<file path="src/rtl/keyed_wdt.sv">
module keyed_wdt #(
  parameter int        BT_W      = 8,
  parameter int        WD_W      = 3,
  parameter logic [7:0] KEY      = 8'h5A,
  parameter logic [7:0] MODE_INIT = 8'hA5,
  parameter int        SH_SLOW   = 12,
  parameter int        SH_A      = 9,
  parameter int        SH_B      = 7,
  parameter int        SH_FAST   = 5
) (
  input  logic            clk,
  input  logic            rst_n,
  input  logic            mode_we,
  input  logic [7:0]      mode_wdata,
  input  logic            btm_we,
  input  logic [3:0]      btm_wdata,
  input  logic            wd_clear,
  input  logic            stop_i,
  input  logic            wait_i,
  output logic [BT_W-1:0] bt_cnt,
  output logic            bt_ovf,
  output logic            rst_req
);
  localparam int DIV_W = SH_SLOW;
  localparam logic [DIV_W-1:0] ONES = {DIV_W{1'b1}};

  logic [7:0]       mode_q;
  logic [2:0]       btm_q;
  logic [DIV_W-1:0] div;
  logic [DIV_W-1:0] tap_mask;
  logic [WD_W-1:0]  wd_cnt;
  logic             tick, wd_on, wd_hold;

  always_comb begin
    case (btm_q)
      3'b011:  tap_mask = ONES >> (DIV_W - SH_A);
      3'b101:  tap_mask = ONES >> (DIV_W - SH_B);
      3'b111:  tap_mask = ONES >> (DIV_W - SH_FAST);
      default: tap_mask = ONES;
    endcase
  end

  assign tick    = &(div | ~tap_mask);
  assign bt_ovf  = tick & (&bt_cnt);
  assign wd_on   = (mode_q != KEY);
  assign wd_hold = ~wd_on | wd_clear | stop_i | wait_i;

  always_ff @(posedge clk or negedge rst_n) begin
    if (!rst_n) begin
      mode_q <= MODE_INIT;
      btm_q  <= 3'b000;
    end else begin
      if (mode_we) mode_q <= mode_wdata;
      if (btm_we)  btm_q  <= btm_wdata[2:0];
    end
  end

  always_ff @(posedge clk or negedge rst_n) begin
    if (!rst_n) begin
      div    <= '0;
      bt_cnt <= '0;
    end else begin
      div <= div + 1'b1;
      if (tick) bt_cnt <= bt_cnt + 1'b1;
    end
  end

  always_ff @(posedge clk or negedge rst_n) begin
    if (!rst_n) begin
      wd_cnt  <= '0;
      rst_req <= 1'b0;
    end else begin
      if (wd_hold)     wd_cnt <= '0;
      else if (bt_ovf) wd_cnt <= wd_cnt + 1'b1;
      rst_req <= ~wd_hold & bt_ovf & (&wd_cnt);
    end
  end

  p_bt_wrap_r4: assert property (@(posedge clk) disable iff (!rst_n)
    bt_ovf |=> (bt_cnt == '0));
  p_rst_single_r5: assert property (@(posedge clk) disable iff (!rst_n)
    rst_req |=> !rst_req);
  p_rst_from_ovf_r5: assert property (@(posedge clk) disable iff (!rst_n)
    rst_req |-> $past(bt_ovf));
  p_key_silent_r6: assert property (@(posedge clk) disable iff (!rst_n)
    rst_req |-> ($past(mode_q) != KEY));
  p_clear_zero_r7: assert property (@(posedge clk) disable iff (!rst_n)
    wd_clear |=> (wd_cnt == '0 && !rst_req));
  p_hold_zero_r8: assert property (@(posedge clk) disable iff (!rst_n)
    (stop_i || wait_i) |=> (wd_cnt == '0 && !rst_req));
endmodule

</file>
<file path="config.mk">
export PLATFORM = sky130hd
export DESIGN_NAME = keyed_wdt
export DESIGN_NICKNAME = d
export VERILOG_FILES = /design/src/rtl/keyed_wdt.sv
export SDC_FILE = /design/constraint.sdc
export NUM_CORES = 1
export LEC_CHECK = 0
export CAP_MARGIN = 25
export CELL_PAD_IN_SITES_DETAIL_PLACEMENT = 1
export CELL_PAD_IN_SITES_GLOBAL_PLACEMENT = 2
export CORE_UTILIZATION = 37
export DETAILED_ROUTE_END_ITERATION = 8
export PLACE_DENSITY_LB_ADDON = 0.25
export SYNTH_ARGS = -nofsm -noshare
export SYNTH_HDL_FRONTEND = slang
export SYNTH_SLANG_ARGS = --single-unit
</file>
<file path="constraint.sdc">
create_clock -name clk -period 2.29 [get_ports clk]
set_input_delay 0.687 -clock clk [delete_from_list [all_inputs] [get_ports clk]]
set_output_delay 0.687 -clock clk [all_outputs]
set_load 0.05 [all_outputs]
</file>
Word-level counts from Yosys, hierarchy flattened --
Cells that the tools add are included.
Storage, ports and cells: word-level logic and storage cells 30, output and inout port bits 10, register bits after elaboration 35, input bits 19
Cells by class: reduce and logical (&&, ||, !) cells 4, equal/unequal tests 4, bitwise operators 10, $add $sub $neg 3, mux-type cells 3
Operator list (count):
- $pmux 12 s3 | 1
- $add 12x1->12 const B | 1
- $not 12->12 | 1
- $or 12x12->12 | 1
- $reduce_and 12->1 | 1
- $add 8x1->8 const B | 1
- $ne 8x7->1 const B | 1
- $reduce_and 8->1 | 1
- $eq 3x3->1 const B | 2
- $mux 3 | 2
- $add 3x1->3 const B | 1
- $and 1x1->1 | 3
- $eq 3x2->1 const B | 1
- $or 1x1->1 | 3
- $reduce_and 3->1 | 1
- $not 1->1 | 2
- $reduce_bool 2->1 | 1

Logic depth before layout (Yosys ltp) --
depth after elaboration 8, gate-level depth with buffers 6, mapped depth without buffers 5

Least setup slack after synthesis --
OpenSTA, ideal clock, no wires.
path type flip-flop to output port, start register bt_cnt[0], end output port bt_ovf, arrival 1.672 ns, stages on the path, launching flop included 5, path buffers 0, path slack -0.069 ns, data required time 1.603 ns, cell sequence dfrtp_1 -> ha_1 -> nand3_1 -> a211oi_2 -> and2_2
On the way: word-level cells in the longest chain between the ends 2
RTL lines:
- start: declaration | RTL line 20 | output logic [BT_W-1:0] bt_cnt,
- start signal: assignment | RTL line 64 | if (tick) bt_cnt <= bt_cnt + 1'b1;
- $reduce_and 8->1 | RTL line 44 | assign bt_ovf = tick & (&bt_cnt);
- $and 1x1->1 | RTL line 44
- end: declaration | RTL line 21 | output logic bt_ovf,
Every way passes these cells.

Worst setup path in the final report --
start register bt_cnt[3], end output port bt_cnt[3]
No word-level cell between the ends.

==> tab_implementation.tex <==
\begin{tabular}{lr}
\hline
Metric & Value \\
\hline
\multicolumn{2}{l}{\textbf{Power and ir drop}} \\
\quad Power Dens Cells & just under 600 nW/um\^{}2 \\
\quad Leak pwr & 0.941 nW \\
\quad Largest vdd supply drop & roughly 0.00037 V \\
\quad Design Power & 0.00123 W \\
\multicolumn{2}{l}{\textbf{Setup path}} \\
\quad Total buffers and inverters traversed by the critical path & 1 \\
\quad Setup crit start kind & register \\
\quad Launch instance of the worst register-to-register path & mode\_q[2] \\
\quad Stage delay of the slowest cell on the critical path & 830 ps \\
\quad Data arrival at the endpoint of the critical path & roughly 1500 ps \\
\quad CP max stage cell & sky130\_fd\_sc\_hd\_\_clkdlybuf4s50\_1 \\
\quad Worst endpoint required time & 1600 ps \\
\quad Worst reg2reg path depth & 4 \\
\quad Largest driver fanout on the critical path & 5 \\
\quad Reg2Reg Setup Slack & 660 ps \\
\quad Nature of the critical path endpoint & primary output \\
\quad Critical path capture point & bt\_cnt[3] \\
\quad Critical R2R Capture & wd\_cnt[1] \\
\quad Startpoint of the most critical setup path & bt\_cnt[3] \\
\quad Levels on crit path & 1 \\
\quad Critical path's top delay family & buffers and inverters \\
\quad Critical-path cell list & clkdlybuf4s50\_1 \\
\quad Category of the critical setup timing path & reg2out \\
\multicolumn{2}{l}{\textbf{Layout}} \\
\quad Proportion of layout cells with a drive suffix above 1 & 28.8\% \\
\quad Number of antenna cells inserted & 0 \\
\quad Top library cells by usage in the layout, fill and taps aside & 29 x sky130\_fd\_sc\_hd\_\_dfrtp\_1, 25 x sky130\_fd\_sc\_hd\_\_clkdlybuf4s50\_1, 11 x sky130\_fd\_sc\_hd\_\_xnor2\_1, 11 x sky130\_fd\_sc\_hd\_\_mux2\_2, 11 x sky130\_fd\_sc\_hd\_\_buf\_4 \\
\quad Area growth, synth to finish & 33.7\% \\
\quad Final non-filler cell area & 2090 um\^{}2 \\
\quad Most common cell after layout, fill and taps aside & sky130\_fd\_sc\_hd\_\_dfrtp\_1 \\
\quad Post-layout util & between 50\% and 60\% \\
\quad Fin nets & 185 \\
\multicolumn{2}{l}{\textbf{Clock tree}} \\
\quad CTS tree & done \\
\quad Clock Sink Count & 35 \\
\quad Number of clock buffers inserted by TritonCTS & 5 \\
\quad Clock slew at the register clock pins of the worst setup and hold paths & 70 ps \\
\quad CTS H-tree depth & 2 \\
\quad Worst skew pair latency & 280 ps \\
\quad Root buffer cell & sky130\_fd\_sc\_hd\_\_clkbuf\_8 \\
\quad CTS Buffer Depth & 2 \\
\multicolumn{2}{l}{\textbf{Flow run}} \\
\quad Max-Cap Viols & 0 \\
\multicolumn{2}{l}{\textbf{Detailed routing}} \\
\quad Routed wire length per instance & approximately 15 um \\
\quad Total wire length & $\sim$3200 um \\
\quad Number of vias per cell after detailed routing & between 5 and 6 \\
\quad Antenna-violating nets left & 0 \\
\quad Initial DRT Pass Iterations & 4 \\
\quad First-iteration detailed-routing DRC count & 58 \\
\quad Vias & roughly 1100 \\
\quad Number of DRC violations after detailed routing & 0 \\
\multicolumn{2}{l}{\textbf{Die}} \\
\quad Initial core utilization & between 30\% and 40\% \\
\quad Core area & 4030 um\^{}2 \\
\quad Floorplan row count & 23 \\
\quad Die boundary width & 66.9 um \\
\quad Total I/O pin count & 29 \\
\quad Vertical die dimension & 66.9 um \\
\quad Die footprint & 4480 um\^{}2 \\
\multicolumn{2}{l}{\textbf{Logic synthesis}} \\
\quad Register area share after synthesis & 56.5\% \\
\quad Synth Instances & 120 \\
\quad Net count after synthesis & $\sim$140 \\
\quad \#FFs+latches synth & 35 \\
\quad Netlist Area Pre-Place & $\sim$1600 um\^{}2 \\
\quad Post-Synthesis Mean Instance Area & around 13 um\^{}2 \\
\quad Ys Warns & 0 \\
\quad Synth cell types & 26 \\
\multicolumn{2}{l}{\textbf{Global routing}} \\
\quad Via count of the first global-routing pass & 1103 \\
\quad Initial antenna violation count & 0 \\
\quad Overall Global Routing Usage & 15.9\% \\
\quad GR met1 Demand/Resource & 20.6\% \\
\quad Overflow left after global routing & 0 \\
\quad GR Util met3 & 4.79\% \\
\quad Met2 GRT Util & 25.3\% \\
\quad Global-route wire length before repair & 5190 um \\
\quad Largest net degree at the start of global routing & 36 \\
\quad Layer with the highest usage & met2 \\
\multicolumn{2}{l}{\textbf{Placed design}} \\
\quad Quantity of I/O buffers inserted on ports & 27 \\
\quad Placed wire-length estimate & 2250 um \\
\quad Placed standard-cell area & 1920 um\^{}2 \\
\quad Last weighted congestion value of the routability-driven placer & slightly above 0.7 \\
\multicolumn{2}{l}{\textbf{Min path}} \\
\quad Worst min-delay path category & reg2reg \\
\multicolumn{2}{l}{\textbf{Timing}} \\
\quad Final hold violations & 0 \\
\quad Final-layout setup total negative slack & 0 ps \\
\quad Worst Skew & 5.38 ps \\
\quad Part of the cycle the worst path needs & 97.3\% \\
\quad Tightest hold margin & 476 ps \\
\quad Timing-limited maximum frequency & 449 MHz \\
\quad Tightest slew margin relative to the limit & between 60\% and 70\% \\
\quad Final setup violation count & 0 \\
\quad Actual slew at the worst max-slew pin & 495 ps \\
\quad Final min period & 2230 ps \\
\quad Unrepaired setup endpoints after global routing & no \\
\quad Slew Viols, Final & 0 \\
\multicolumn{2}{l}{\textbf{Status}} \\
\quad Outcome & complete, no violations \\
\hline
\end{tabular}
[cell families (layout without fill, tap and decap cells)]
family,Yosys count,after routing,share of synthesized area [%]
and+or+nand+nor,38,38,14.8
xor gates and xnor gates,17,17,9.54
adders and majority gates,4,4,3.21
AOI/OAI and AO/OA,10,10,5.61
buffers and inverters,4,47,1.44
muxes,12,12,8.90
DFF,35,35,56.5
[worst min path at each step]
stage | start | endpoint | slack [ps] | cells after the start
after CTS | div[11] | div[11] | 480 | 1
after global placement | div[11] | div[11] | 460 | 1
after global routing | div[11] | div[11] | 510 | 1
after detailed placement | div[11] | div[11] | 470 | 1
after floorplan | rst_n | bt_cnt[0] | 390 | 0
final | div[11] | div[11] | 480 | 1
[final cells by class]
cell class	count	area [um^2]
timing repair buffer	37	353
multi-input combinational	81	679
clock buffer	8	100
tap	50	62.6
fill	432	1940
sequential	35	883
inverter	2	7.51
[worst reg2reg max path: stages, from the launching register on]
cell                        delay, ps
sky130_fd_sc_hd__dfstp_2          530
sky130_fd_sc_hd__and4bb_2         260
sky130_fd_sc_hd__a2111oi_4        520
sky130_fd_sc_hd__nand2_1          110
sky130_fd_sc_hd__o21ai_1          140
[per-layer routing]
layer	up-vias	share of wire, %
li1	510	-
met1	533	46
met2	20	49
met3	5	4.5
met4	0	1.1
met5	-	0
[report_power, final]
part           internal (W)   total, W  switching [W]  leakage (nW)
Clock              0.000274   0.000488       0.000214        0.0515
Sequential         0.000644   0.000655      0.0000114         0.441
Combinational     0.0000523  0.0000902      0.0000378         0.448
[cell usage after synthesis]
cell                         n  area, um^2
sky130_fd_sc_hd__a2111oi_4   1        27.5
sky130_fd_sc_hd__a211oi_2    2        25.0
sky130_fd_sc_hd__a21oi_1     3        15.0
sky130_fd_sc_hd__and2_2      1        7.51
sky130_fd_sc_hd__and3_1      4        25.0
sky130_fd_sc_hd__and4bb_2    2        25.0
sky130_fd_sc_hd__buf_6       1        11.3
sky130_fd_sc_hd__clkbuf_1    1        3.75
sky130_fd_sc_hd__dfrtp_1    31         776
sky130_fd_sc_hd__dfstp_2     4         105
sky130_fd_sc_hd__ha_1        4        50.1
sky130_fd_sc_hd__inv_1       2        7.51
sky130_fd_sc_hd__mux2_2     11         124
sky130_fd_sc_hd__mux2_4      1        15.0
sky130_fd_sc_hd__nand2_1     8        30.0
sky130_fd_sc_hd__nand2_4     1        11.3
sky130_fd_sc_hd__nand3_1     9        45.0
sky130_fd_sc_hd__nand4_1     6        37.5
sky130_fd_sc_hd__nand4_2     2        25.0
sky130_fd_sc_hd__nand4b_1    1        8.76
sky130_fd_sc_hd__nor2_1      3        11.3
sky130_fd_sc_hd__nor3_1      1        5.00
sky130_fd_sc_hd__o21ai_0     1        5.00
sky130_fd_sc_hd__o21ai_1     3        15.0
sky130_fd_sc_hd__xnor2_1    11        96.3
sky130_fd_sc_hd__xor2_1      6        52.6
[sequential cells by signal (all words and copies together) (netlist names)]
name and cells:
mode_q 8, wd_cnt 3, bt_cnt 8, rst_req 1, btm_q 3, div 12
[through the flow]
| step | setup slack (ps) | std cells |
|---|---|---|
| floorplan | 92.5 | 120 |
| global placement | 255 | 199 |
| detailed placement | 222 | 199 |
| CTS | 4.42 | 210 |
| global route | 3.07 | 213 |
| finish | 60.9 | 213 |
[repair_timing]
action	CTS	global route
buffers inserted	3	3
pin swaps	1	4
resized for setup	3	1
endpoints found under the setup margin	1	1
hold buffers	0	0
(Power assumes the default switching activity.)
